--- config.mk ---
export PLATFORM = sky130hd
export DESIGN_NAME = clk_rate_calc
export DESIGN_NICKNAME = d
export VERILOG_FILES = /design/src/rtl/clk_rate_pkg.sv /design/src/rtl/clk_rate_div.sv /design/src/rtl/clk_rate_dpath.sv /design/src/rtl/clk_rate_ctrl.sv /design/src/rtl/clk_rate_calc.sv
export SDC_FILE = /design/constraint.sdc
export NUM_CORES = 1
export LEC_CHECK = 0
export ABC_CLOCK_PERIOD_IN_PS = 10700
export BUFFER_PORTS_ARGS = -buffer_cell sky130_fd_sc_hd__buf_2
export CAP_MARGIN = 15
export CORE_MARGIN = 2
export CORE_UTILIZATION = 35
export DETAILED_ROUTE_END_ITERATION = 7
export PLACE_DENSITY = 0.58
export SETUP_SLACK_MARGIN = 0.1
export SLEW_MARGIN = 20
export SYNTH_ARGS = -nofsm -noshare
export SYNTH_HDL_FRONTEND = slang
export SYNTH_SLANG_ARGS = --single-unit
--- constraint.sdc ---
create_clock -name clk -period 10.7 [get_ports clk]
set_input_delay 3.21 -clock clk [delete_from_list [all_inputs] [get_ports clk]]
set_output_delay 3.21 -clock clk [all_outputs]
set_load 0.005 [all_outputs]
--- src/rtl/clk_rate_pkg.sv ---
package clk_rate_pkg;

  localparam int SEL_W = 3;

  localparam logic [SEL_W-1:0] SEL_NONE = 3'd0;
  localparam logic [SEL_W-1:0] SEL_MCU  = 3'd1;
  localparam logic [SEL_W-1:0] SEL_HSP  = 3'd2;
  localparam logic [SEL_W-1:0] SEL_PER  = 3'd3;
  localparam logic [SEL_W-1:0] SEL_SLOW = 3'd4;

  typedef enum logic [1:0] {
    SRC_PLL   = 2'd0,
    SRC_POST1 = 2'd1,
    SRC_POST2 = 2'd2
  } divSrc_e;

  typedef struct packed {
    logic    capture;
    logic    divGo;
    divSrc_e divSrc;
    logic    loadRef;
    logic    loadPll;
    logic    loadQuo;
    logic    finish;
  } ctlStrobe_t;

endpackage

--- src/rtl/clk_rate_div.sv ---
module clk_rate_div #(
  parameter int N_W = 64,
  parameter int D_W = 32
) (
  input  logic           clk,
  input  logic           rstN,
  input  logic           go,
  input  logic [N_W-1:0] dividend,
  input  logic [D_W-1:0] divisor,
  output logic           busy,
  output logic           done,
  output logic [N_W-1:0] quotient
);
  localparam int CNT_W = $clog2(N_W + 1);

  logic [D_W-1:0]   remQ;
  logic [D_W-1:0]   dsrQ;
  logic [N_W-1:0]   quoQ;
  logic [CNT_W-1:0] cntQ;
  logic             busyQ;
  logic             doneQ;

  logic [D_W:0]   shifted;
  logic [D_W:0]   diff;
  logic           fits;
  logic [D_W-1:0] remNext;

  always_comb begin
    shifted = {remQ, quoQ[N_W-1]};
    diff    = shifted - {1'b0, dsrQ};
    fits    = shifted >= {1'b0, dsrQ};
    remNext = fits ? diff[D_W-1:0] : shifted[D_W-1:0];
  end

  always_ff @(posedge clk or negedge rstN) begin
    if (!rstN) begin
      remQ  <= '0;
      dsrQ  <= '0;
      quoQ  <= '0;
      cntQ  <= '0;
      busyQ <= 1'b0;
      doneQ <= 1'b0;
    end else if (go) begin
      remQ  <= '0;
      dsrQ  <= divisor;
      quoQ  <= dividend;
      cntQ  <= CNT_W'(N_W);
      busyQ <= 1'b1;
      doneQ <= 1'b0;
    end else if (busyQ) begin
      remQ <= remNext;
      quoQ <= {quoQ[N_W-2:0], fits};
      cntQ <= cntQ - 1'b1;
      if (cntQ == CNT_W'(1)) begin
        busyQ <= 1'b0;
        doneQ <= 1'b1;
      end
    end else begin
      doneQ <= 1'b0;
    end
  end

  assign busy     = busyQ;
  assign done     = doneQ;
  assign quotient = quoQ;

  // partial remainder always stays below the divisor
  p_rem_bound_r3: assert property (@(posedge clk) disable iff (!rstN)
    busyQ |-> (remQ < dsrQ));

  // the divider is never relaunched mid-run
  p_no_relaunch_r9: assert property (@(posedge clk) disable iff (!rstN)
    busyQ |-> !go);

endmodule

--- src/rtl/clk_rate_dpath.sv ---
module clk_rate_dpath
  import clk_rate_pkg::*;
#(
  parameter int unsigned XTAL_HZ    = 26000000,
  parameter int unsigned SLOW_HZ    = 32768,
  parameter int          SLOW_SHIFT = 10,
  parameter int          WORD_W     = 32,
  parameter int          PROD_W     = 64,
  parameter int          PLL_SHIFT  = 10
) (
  input  logic              clk,
  input  logic              rstN,
  input  ctlStrobe_t        strb,
  input  logic [SEL_W-1:0]  selIn,
  input  logic [WORD_W-1:0] modeIn,
  input  logic [WORD_W-1:0] divIn,
  input  logic [WORD_W-1:0] pllIn,
  output logic              pllActive,
  output logic              isDirect,
  output logic              isPer,
  output logic              divDone,
  output logic [WORD_W-1:0] freqHz,
  output logic              selErr
);
  localparam int REF_HI_W = WORD_W - PLL_SHIFT;
  localparam int PAD_NUM  = PROD_W - REF_HI_W - 1;

  logic [SEL_W-1:0] selQ;
  logic pllEnQ, slowEnQ, slowMulQ, bypassQ;
  logic [1:0] refSelQ;
  logic [2:0] mcuDivQ, maxDivQ, hspDivQ;
  logic [1:0] ipgDivQ;
  logic [9:0] mfnQ, mfdQ;
  logic [3:0] mfiQ, pdQ;

  logic [WORD_W-1:0] workQ;
  logic [WORD_W-1:0] freqQ;
  logic              errQ;

  always_ff @(posedge clk or negedge rstN) begin
    if (!rstN) begin
      selQ <= '0; pllEnQ <= 1'b0; refSelQ <= '0; slowEnQ <= 1'b0;
      slowMulQ <= 1'b0; bypassQ <= 1'b0;
      mcuDivQ <= '0; maxDivQ <= '0; hspDivQ <= '0; ipgDivQ <= '0;
      mfnQ <= '0; mfiQ <= '0; mfdQ <= '0; pdQ <= '0;
    end else if (strb.capture) begin
      selQ     <= selIn;
      pllEnQ   <= modeIn[0];
      refSelQ  <= modeIn[2:1];
      slowEnQ  <= modeIn[3];
      slowMulQ <= modeIn[4];
      bypassQ  <= modeIn[7];
      mcuDivQ  <= divIn[2:0];
      maxDivQ  <= divIn[5:3];
      ipgDivQ  <= divIn[7:6];
      hspDivQ  <= divIn[13:11];
      mfnQ     <= pllIn[9:0];
      mfiQ     <= pllIn[13:10];
      mfdQ     <= pllIn[25:16];
      pdQ      <= pllIn[29:26];
    end
  end

  logic unusedInBits;
  assign unusedInBits = ^{modeIn[WORD_W-1:8], modeIn[6:5], divIn[WORD_W-1:14],
                          divIn[10:8], pllIn[WORD_W-1:30], pllIn[15:14]};

  // reference selection
  logic [WORD_W-1:0] refHz;
  always_comb begin
    if (refSelQ == 2'd2) begin
      if (!slowEnQ)      refHz = '0;
      else if (slowMulQ) refHz = WORD_W'(SLOW_HZ) << SLOW_SHIFT;
      else               refHz = WORD_W'(SLOW_HZ);
    end else begin
      refHz = WORD_W'(XTAL_HZ);
    end
  end

  // PLL numerator and denominator
  logic [3:0]         mfiEff;
  logic [10:0]        mfdEff;
  logic [4:0]         pdEff;
  logic signed [31:0] factorS;
  logic [31:0]        factorU;
  logic [PROD_W-1:0]  pllNum;
  logic [WORD_W-1:0]  pllDen;

  always_comb begin
    mfiEff  = (mfiQ < 4'd5) ? 4'd5 : mfiQ;
    mfdEff  = {1'b0, mfdQ} + 11'd1;
    pdEff   = {1'b0, pdQ} + 5'd1;
    factorS = $signed({28'b0, mfiEff}) * $signed({21'b0, mfdEff})
            + $signed({{22{mfnQ[9]}}, mfnQ});
    factorU = factorS[31] ? 32'd0 : factorS;
    pllNum  = {{PAD_NUM{1'b0}}, refHz[WORD_W-1:PLL_SHIFT], 1'b0}
            * {{(PROD_W-32){1'b0}}, factorU};
    pllDen  = WORD_W'({21'b0, mfdEff} * {27'b0, pdEff});
  end

  // post-divider selection
  logic [2:0]        postFld;
  logic [WORD_W-1:0] divisorMux;
  logic [PROD_W-1:0] dividendMux;

  always_comb begin
    case (selQ)
      SEL_MCU: postFld = mcuDivQ;
      SEL_HSP: postFld = hspDivQ;
      default: postFld = maxDivQ;
    endcase
    case (strb.divSrc)
      SRC_PLL: begin
        dividendMux = pllNum;
        divisorMux  = pllDen;
      end
      SRC_POST1: begin
        dividendMux = {{(PROD_W-WORD_W){1'b0}}, workQ};
        divisorMux  = {{(WORD_W-3){1'b0}}, postFld} + 1'b1;
      end
      default: begin
        dividendMux = {{(PROD_W-WORD_W){1'b0}}, workQ};
        divisorMux  = {{(WORD_W-2){1'b0}}, ipgDivQ} + 1'b1;
      end
    endcase
  end

  logic              divBusy;
  logic [PROD_W-1:0] quotient;

  clk_rate_div #(.N_W(PROD_W), .D_W(WORD_W)) div_i (
    .clk      (clk),
    .rstN     (rstN),
    .go       (strb.divGo),
    .dividend (dividendMux),
    .divisor  (divisorMux),
    .busy     (divBusy),
    .done     (divDone),
    .quotient (quotient)
  );

  logic unusedQuo;
  assign unusedQuo = ^{quotient[PROD_W-1:WORD_W], divBusy};

  always_ff @(posedge clk or negedge rstN) begin
    if (!rstN) begin
      workQ <= '0;
    end else if (strb.loadRef) begin
      workQ <= refHz;
    end else if (strb.loadPll) begin
      workQ <= {quotient[WORD_W-PLL_SHIFT-1:0], {PLL_SHIFT{1'b0}}};
    end else if (strb.loadQuo) begin
      workQ <= quotient[WORD_W-1:0];
    end
  end

  always_ff @(posedge clk or negedge rstN) begin
    if (!rstN) begin
      freqQ <= '0;
      errQ  <= 1'b0;
    end else if (strb.finish) begin
      case (selQ)
        SEL_NONE: begin freqQ <= '0;              errQ <= 1'b0; end
        SEL_SLOW: begin freqQ <= WORD_W'(SLOW_HZ); errQ <= 1'b0; end
        SEL_MCU, SEL_HSP, SEL_PER: begin freqQ <= workQ; errQ <= 1'b0; end
        default:  begin freqQ <= '0;              errQ <= 1'b1; end
      endcase
    end
  end

  assign pllActive = pllEnQ && !bypassQ;
  assign isDirect  = !(selQ == SEL_MCU || selQ == SEL_HSP || selQ == SEL_PER);
  assign isPer     = (selQ == SEL_PER);
  assign freqHz    = freqQ;
  assign selErr    = errQ;

  // every division launched has a nonzero divisor
  p_den_nonzero_r4: assert property (@(posedge clk) disable iff (!rstN)
    strb.divGo |-> (divisorMux != '0));

  // error flag rises only with a result
  p_err_with_result_r7: assert property (@(posedge clk) disable iff (!rstN)
    $rose(errQ) |-> $past(strb.finish));

  // slow selector publishes the fixed rate
  p_slow_const_r6: assert property (@(posedge clk) disable iff (!rstN)
    ($past(strb.finish) && selQ == SEL_SLOW) |-> (freqQ == WORD_W'(SLOW_HZ)));

  // result holds between finishes
  p_result_hold_r8: assert property (@(posedge clk) disable iff (!rstN)
    !$past(strb.finish) |-> $stable(freqQ));

endmodule

--- src/rtl/clk_rate_ctrl.sv ---
module clk_rate_ctrl
  import clk_rate_pkg::*;
(
  input  logic       clk,
  input  logic       rstN,
  input  logic       start,
  input  logic       pllActive,
  input  logic       isDirect,
  input  logic       isPer,
  input  logic       divDone,
  output ctlStrobe_t strb,
  output logic       done
);
  typedef enum logic [2:0] {
    ST_IDLE, ST_DECIDE, ST_WPLL, ST_P1GO, ST_WP1, ST_P2GO, ST_WP2, ST_FIN
  } state_e;

  state_e stateQ, stateD;
  logic   doneQ;

  always_comb begin
    stateD = stateQ;
    strb   = '0;
    case (stateQ)
      ST_IDLE: if (start) begin
        strb.capture = 1'b1;
        stateD = ST_DECIDE;
      end
      ST_DECIDE: begin
        if (isDirect) begin
          strb.finish = 1'b1;
          stateD = ST_IDLE;
        end else if (pllActive) begin
          strb.divGo  = 1'b1;
          strb.divSrc = SRC_PLL;
          stateD = ST_WPLL;
        end else begin
          strb.loadRef = 1'b1;
          stateD = ST_P1GO;
        end
      end
      ST_WPLL: if (divDone) begin
        strb.loadPll = 1'b1;
        stateD = ST_P1GO;
      end
      ST_P1GO: begin
        strb.divGo  = 1'b1;
        strb.divSrc = SRC_POST1;
        stateD = ST_WP1;
      end
      ST_WP1: begin
        strb.divSrc = SRC_POST1;
        if (divDone) begin
          strb.loadQuo = 1'b1;
          stateD = isPer ? ST_P2GO : ST_FIN;
        end
      end
      ST_P2GO: begin
        strb.divGo  = 1'b1;
        strb.divSrc = SRC_POST2;
        stateD = ST_WP2;
      end
      ST_WP2: begin
        strb.divSrc = SRC_POST2;
        if (divDone) begin
          strb.loadQuo = 1'b1;
          stateD = ST_FIN;
        end
      end
      default: begin
        strb.finish = 1'b1;
        stateD = ST_IDLE;
      end
    endcase
  end

  always_ff @(posedge clk or negedge rstN) begin
    if (!rstN) begin
      stateQ <= ST_IDLE;
      doneQ  <= 1'b0;
    end else begin
      stateQ <= stateD;
      doneQ  <= strb.finish;
    end
  end

  assign done = doneQ;

  // done lasts a single cycle
  p_done_pulse_r8: assert property (@(posedge clk) disable iff (!rstN)
    doneQ |=> !doneQ);

  // no capture outside idle
  p_no_capture_busy_r9: assert property (@(posedge clk) disable iff (!rstN)
    (stateQ != ST_IDLE) |-> !strb.capture);

endmodule

--- src/rtl/clk_rate_calc.sv ---
module clk_rate_calc
  import clk_rate_pkg::*;
#(
  parameter int unsigned XTAL_HZ = 26000000,
  parameter int unsigned SLOW_HZ = 32768
) (
  input  logic        clk,
  input  logic        rstN,
  input  logic        start,
  input  logic [2:0]  clkSel,
  input  logic [31:0] modeWord,
  input  logic [31:0] divWord,
  input  logic [31:0] pllWord,
  output logic        done,
  output logic [31:0] freqHz,
  output logic        selErr
);
  ctlStrobe_t strb;
  logic pllActive, isDirect, isPer, divDone;

  clk_rate_ctrl ctrl_i (
    .clk       (clk),
    .rstN      (rstN),
    .start     (start),
    .pllActive (pllActive),
    .isDirect  (isDirect),
    .isPer     (isPer),
    .divDone   (divDone),
    .strb      (strb),
    .done      (done)
  );

  clk_rate_dpath #(.XTAL_HZ(XTAL_HZ), .SLOW_HZ(SLOW_HZ)) dpath_i (
    .clk       (clk),
    .rstN      (rstN),
    .strb      (strb),
    .selIn     (clkSel),
    .modeIn    (modeWord),
    .divIn     (divWord),
    .pllIn     (pllWord),
    .pllActive (pllActive),
    .isDirect  (isDirect),
    .isPer     (isPer),
    .divDone   (divDone),
    .freqHz    (freqHz),
    .selErr    (selErr)
  );

endmodule

==> run metrics <==
Vias=16431; Slew @ Worst Pin=1010 ps; total gr overflow=0; asr flop ratio synth=100%; Post-Syn Area per Cell=9.50 sq um; most frequent cell after synthesis=ha_1; row cnt=89; failing checks=setup timing; final setup vio count=5; gpl congestion=0.874; RSZ-0062 raised after global routing=true; post-synth cell types=75; Post-synth EDFFs=0; DRT iter0 DRCs=754; number of port buffers=84; Critical Path AT=11210 ps; starting density of the core=35.3%; Yosys top cell area share=28.7%; DIE AREA=0.0613 sq mm; Reg2Reg Launch Point=dpath_i.mfdQ[1]; worst skew pair latency=570 ps; hpwl dp=40700 microns; max cap viols=0; Worst path slowest cell=fa_1; first-pass GRT wire length=88900 microns; CTS root buf=clkbuf_16; Layout Utilization=43.8%; number of routed nets with antenna violations=0; Cell Area, Synth=0.0208 sq mm; FF-to-FF End=dpath_i.div_i.quotient[26]; crit-path max cell delay=550 ps; #FFs+latches synth=238; crit end category=flip-flop; Hold Crit Class=flip-flop to flip-flop; crit path kind=flip-flop to flip-flop; gr usage total=17.8%; Reg clk slew, reported paths=70 ps; initial antenna violation count=1; crit start category=flip-flop; relative slew slack=32.8%; # fillers=5612; final layout net count=2931; Die X-Extent=248 microns; H-tree Lvls=1; Area growth, synth to finish=24.0%; crit path to=dpath_i.div_i.quotient[26]; worst setup path startpoint=dpath_i.mfdQ[1]; vias in the first global route=17244; CTS Sinks=238; Post-Syn Instances=2187; die height=248 microns; fmax=92.5 MHz; Final Hold Vio Count=0; io pins=136; Mapped Nets=2667; n_diodes=0; CP max FO=4; Crit path required time=11100 ps; period utilization=101%; final worst setup slack=-114 ps; routed length per instance=16.6 microns; vias per inst=5.07; CORE AREA=0.0588 sq mm; Routed WL=53900 microns; CTS tree=built; Synthesis Warnings=0; drt drc=0; share of layout cells above drive strength 1=25.5%; synth top area cells=dfrtp_1 (29%), ha_1 (15%), fa_1 (12%); Post-synth top flop=dfrtp_1; largest net degree at the start of global routing=97; Tmin final=10810 ps; Final Skew=15.3 ps; top post-synthesis cells by count=ha_1 (254), inv_1 (248), dfrtp_1 (238); status=finished, violations left; Slew Limit Fails=0; post-synthesis sequential area ratio=28.7%; CTS Buf Count=28; cts hold-fix bufs=0; DR pass1 iterations=6; cell taking the most area after synthesis=dfrtp_1; reg2reg path depth=48; CTS Buffer Depth=3; Most Frequent Cell on Critical Path=buf_4; r2r setup slk=-110 ps
==> cell type report <==
class                      instances  area (sq um)  share of cell area, %
multi-input combinational       1612         14500                   56.2
sequential                       238          5960                   23.2
timing repair buffer             322          2350                   9.11
tap                              773           967                   3.75
inverter                         249           937                   3.64
clock buffer                      32           756                   2.93
clock inverter                    17           314                   1.22
==> worst max-delay path, delay by kind of cell, from the launching register on <==
| kind | cells | cell delay (ps) |
|---|---|---|
| simple gates | 5 | 750 |
| flops | 1 | 440 |
| fa+ha+maj | 13 | 5030 |
| mux | 1 | 310 |
| xor+xnor | 2 | 320 |
| buf+inv | 13 | 1100 |
| compound gates | 14 | 2650 |
==> worst min-delay path by stage <==
stage	depth (start not counted)	endpoint	start	slack, ps
2_1_floorplan	2	dpath_i.workQ[15]	dpath_i.workQ[15]	470
6_report	2	dpath_i.freqHz[15]	dpath_i.freqHz[15]	480
3_5_place_dp	2	dpath_i.freqHz[15]	dpath_i.freqHz[15]	470
5_1_grt	1	dpath_i.freqHz[5]	dpath_i.freqHz[5]	520
4_1_cts	2	dpath_i.freqHz[15]	dpath_i.freqHz[15]	490
3_3_place_gp	2	dpath_i.freqHz[15]	dpath_i.freqHz[15]	470
==> sequential cells by signal, indices dropped and copies added (netlist names), 4 cells and up <==
signal / cells
dpath_i.mfdQ: 10
dpath_i.pdQ: 4
dpath_i.div_i.cntQ: 7
dpath_i.mfnQ: 10
dpath_i.div_i.quotient: 64
dpath_i.div_i.remQ: 32
dpath_i.div_i.dsrQ: 16
dpath_i.mfiQ: 4
dpath_i.freqHz: 32
dpath_i.workQ: 32
==> per-layer routing <==
| metal | up-vias | GRT usage, % | share of wire, % | wire, microns |
|---|---|---|---|---|
| li1 | 8014 | - | - | - |
| met1 | 8035 | 23.9 | 47 | 25100 |
| met2 | 287 | 29.8 | 47 | 25100 |
| met3 | 95 | 1.84 | 3.2 | 1710 |
| met4 | 0 | 6.39 | 3.7 | 1990 |
| met5 | - | 0 | 0 | 0 |
==> cells by family (layout without fill, tap and decap cells) <==
logic type / after synthesis / after routing / share of synthesized area, %
compound gates: 441 / 441 / 14.2
xor+xnor: 109 / 109 / 4.60
fa+ha+maj: 378 / 378 / 27.3
buf+inv: 337 / 620 / 6.25
flops: 238 / 238 / 28.7
mux: 133 / 133 / 6.74
simple gates: 551 / 551 / 12.3
==> stage by stage <==
stage | TNS, ps | setup WS (ps) | instance area [sq um] | cells | hold slack [ps]
global route | -7250 | -591 | 25800 | 3243 | 522
detailed placement | -3030 | -342 | 23400 | 3157 | 473
finish | -317 | -114 | 25800 | 3243 | 476
floorplan | 0 | 119 | 20800 | 2187 | 470
CTS | -279 | -126 | 25100 | 3226 | 487
global placement | -1560 | -240 | 23400 | 3157 | 467
==> what timing repair did <==
item | in CTS | in global routing
resized for setup | 103 | 108
pin swaps | 81 | 89
cloned | 1 | 0
hold endpoints to repair | 0 | 0
buffers inserted | 20 | 23
endpoints found under the setup margin | 19 | 23
==> placed cells by master, fill, tap and decap left out, types with 11 or more instances in the layout <==
cell / netlist / routed
a21oi_1: 118 / 102
nor2_2: 1 / 14
or2_2: 17 / 11
ha_4: 0 / 32
nor3_1: 28 / 25
nand2_1: 118 / 113
nand2b_1: 20 / 19
a21o_1: 30 / 30
xnor2_1: 68 / 61
clkbuf_16: 0 / 28
buf_6: 1 / 16
buf_2: 5 / 83
ha_1: 254 / 211
inv_2: 1 / 27
xor2_1: 41 / 35
dfrtp_1: 238 / 233
inv_1: 248 / 221
o21bai_1: 17 / 17
nand3_1: 44 / 40
o21a_1: 14 / 14
o21ai_0: 72 / 63
mux2_2: 54 / 54
fa_1: 124 / 112
mux2i_1: 78 / 77
buf_4: 1 / 217
a211oi_1: 34 / 30
a21oi_2: 1 / 16
and2_1: 22 / 22
fa_2: 0 / 12
nor2b_1: 24 / 21
and3_1: 16 / 15
o22ai_1: 33 / 29
ha_2: 0 / 11
a31oi_1: 11 / 11
a22o_1: 41 / 41
nor2_1: 225 / 210
Power is not shown: default switching activity piles up to over one toggle a cycle in this logic, so the estimate is an artifact.
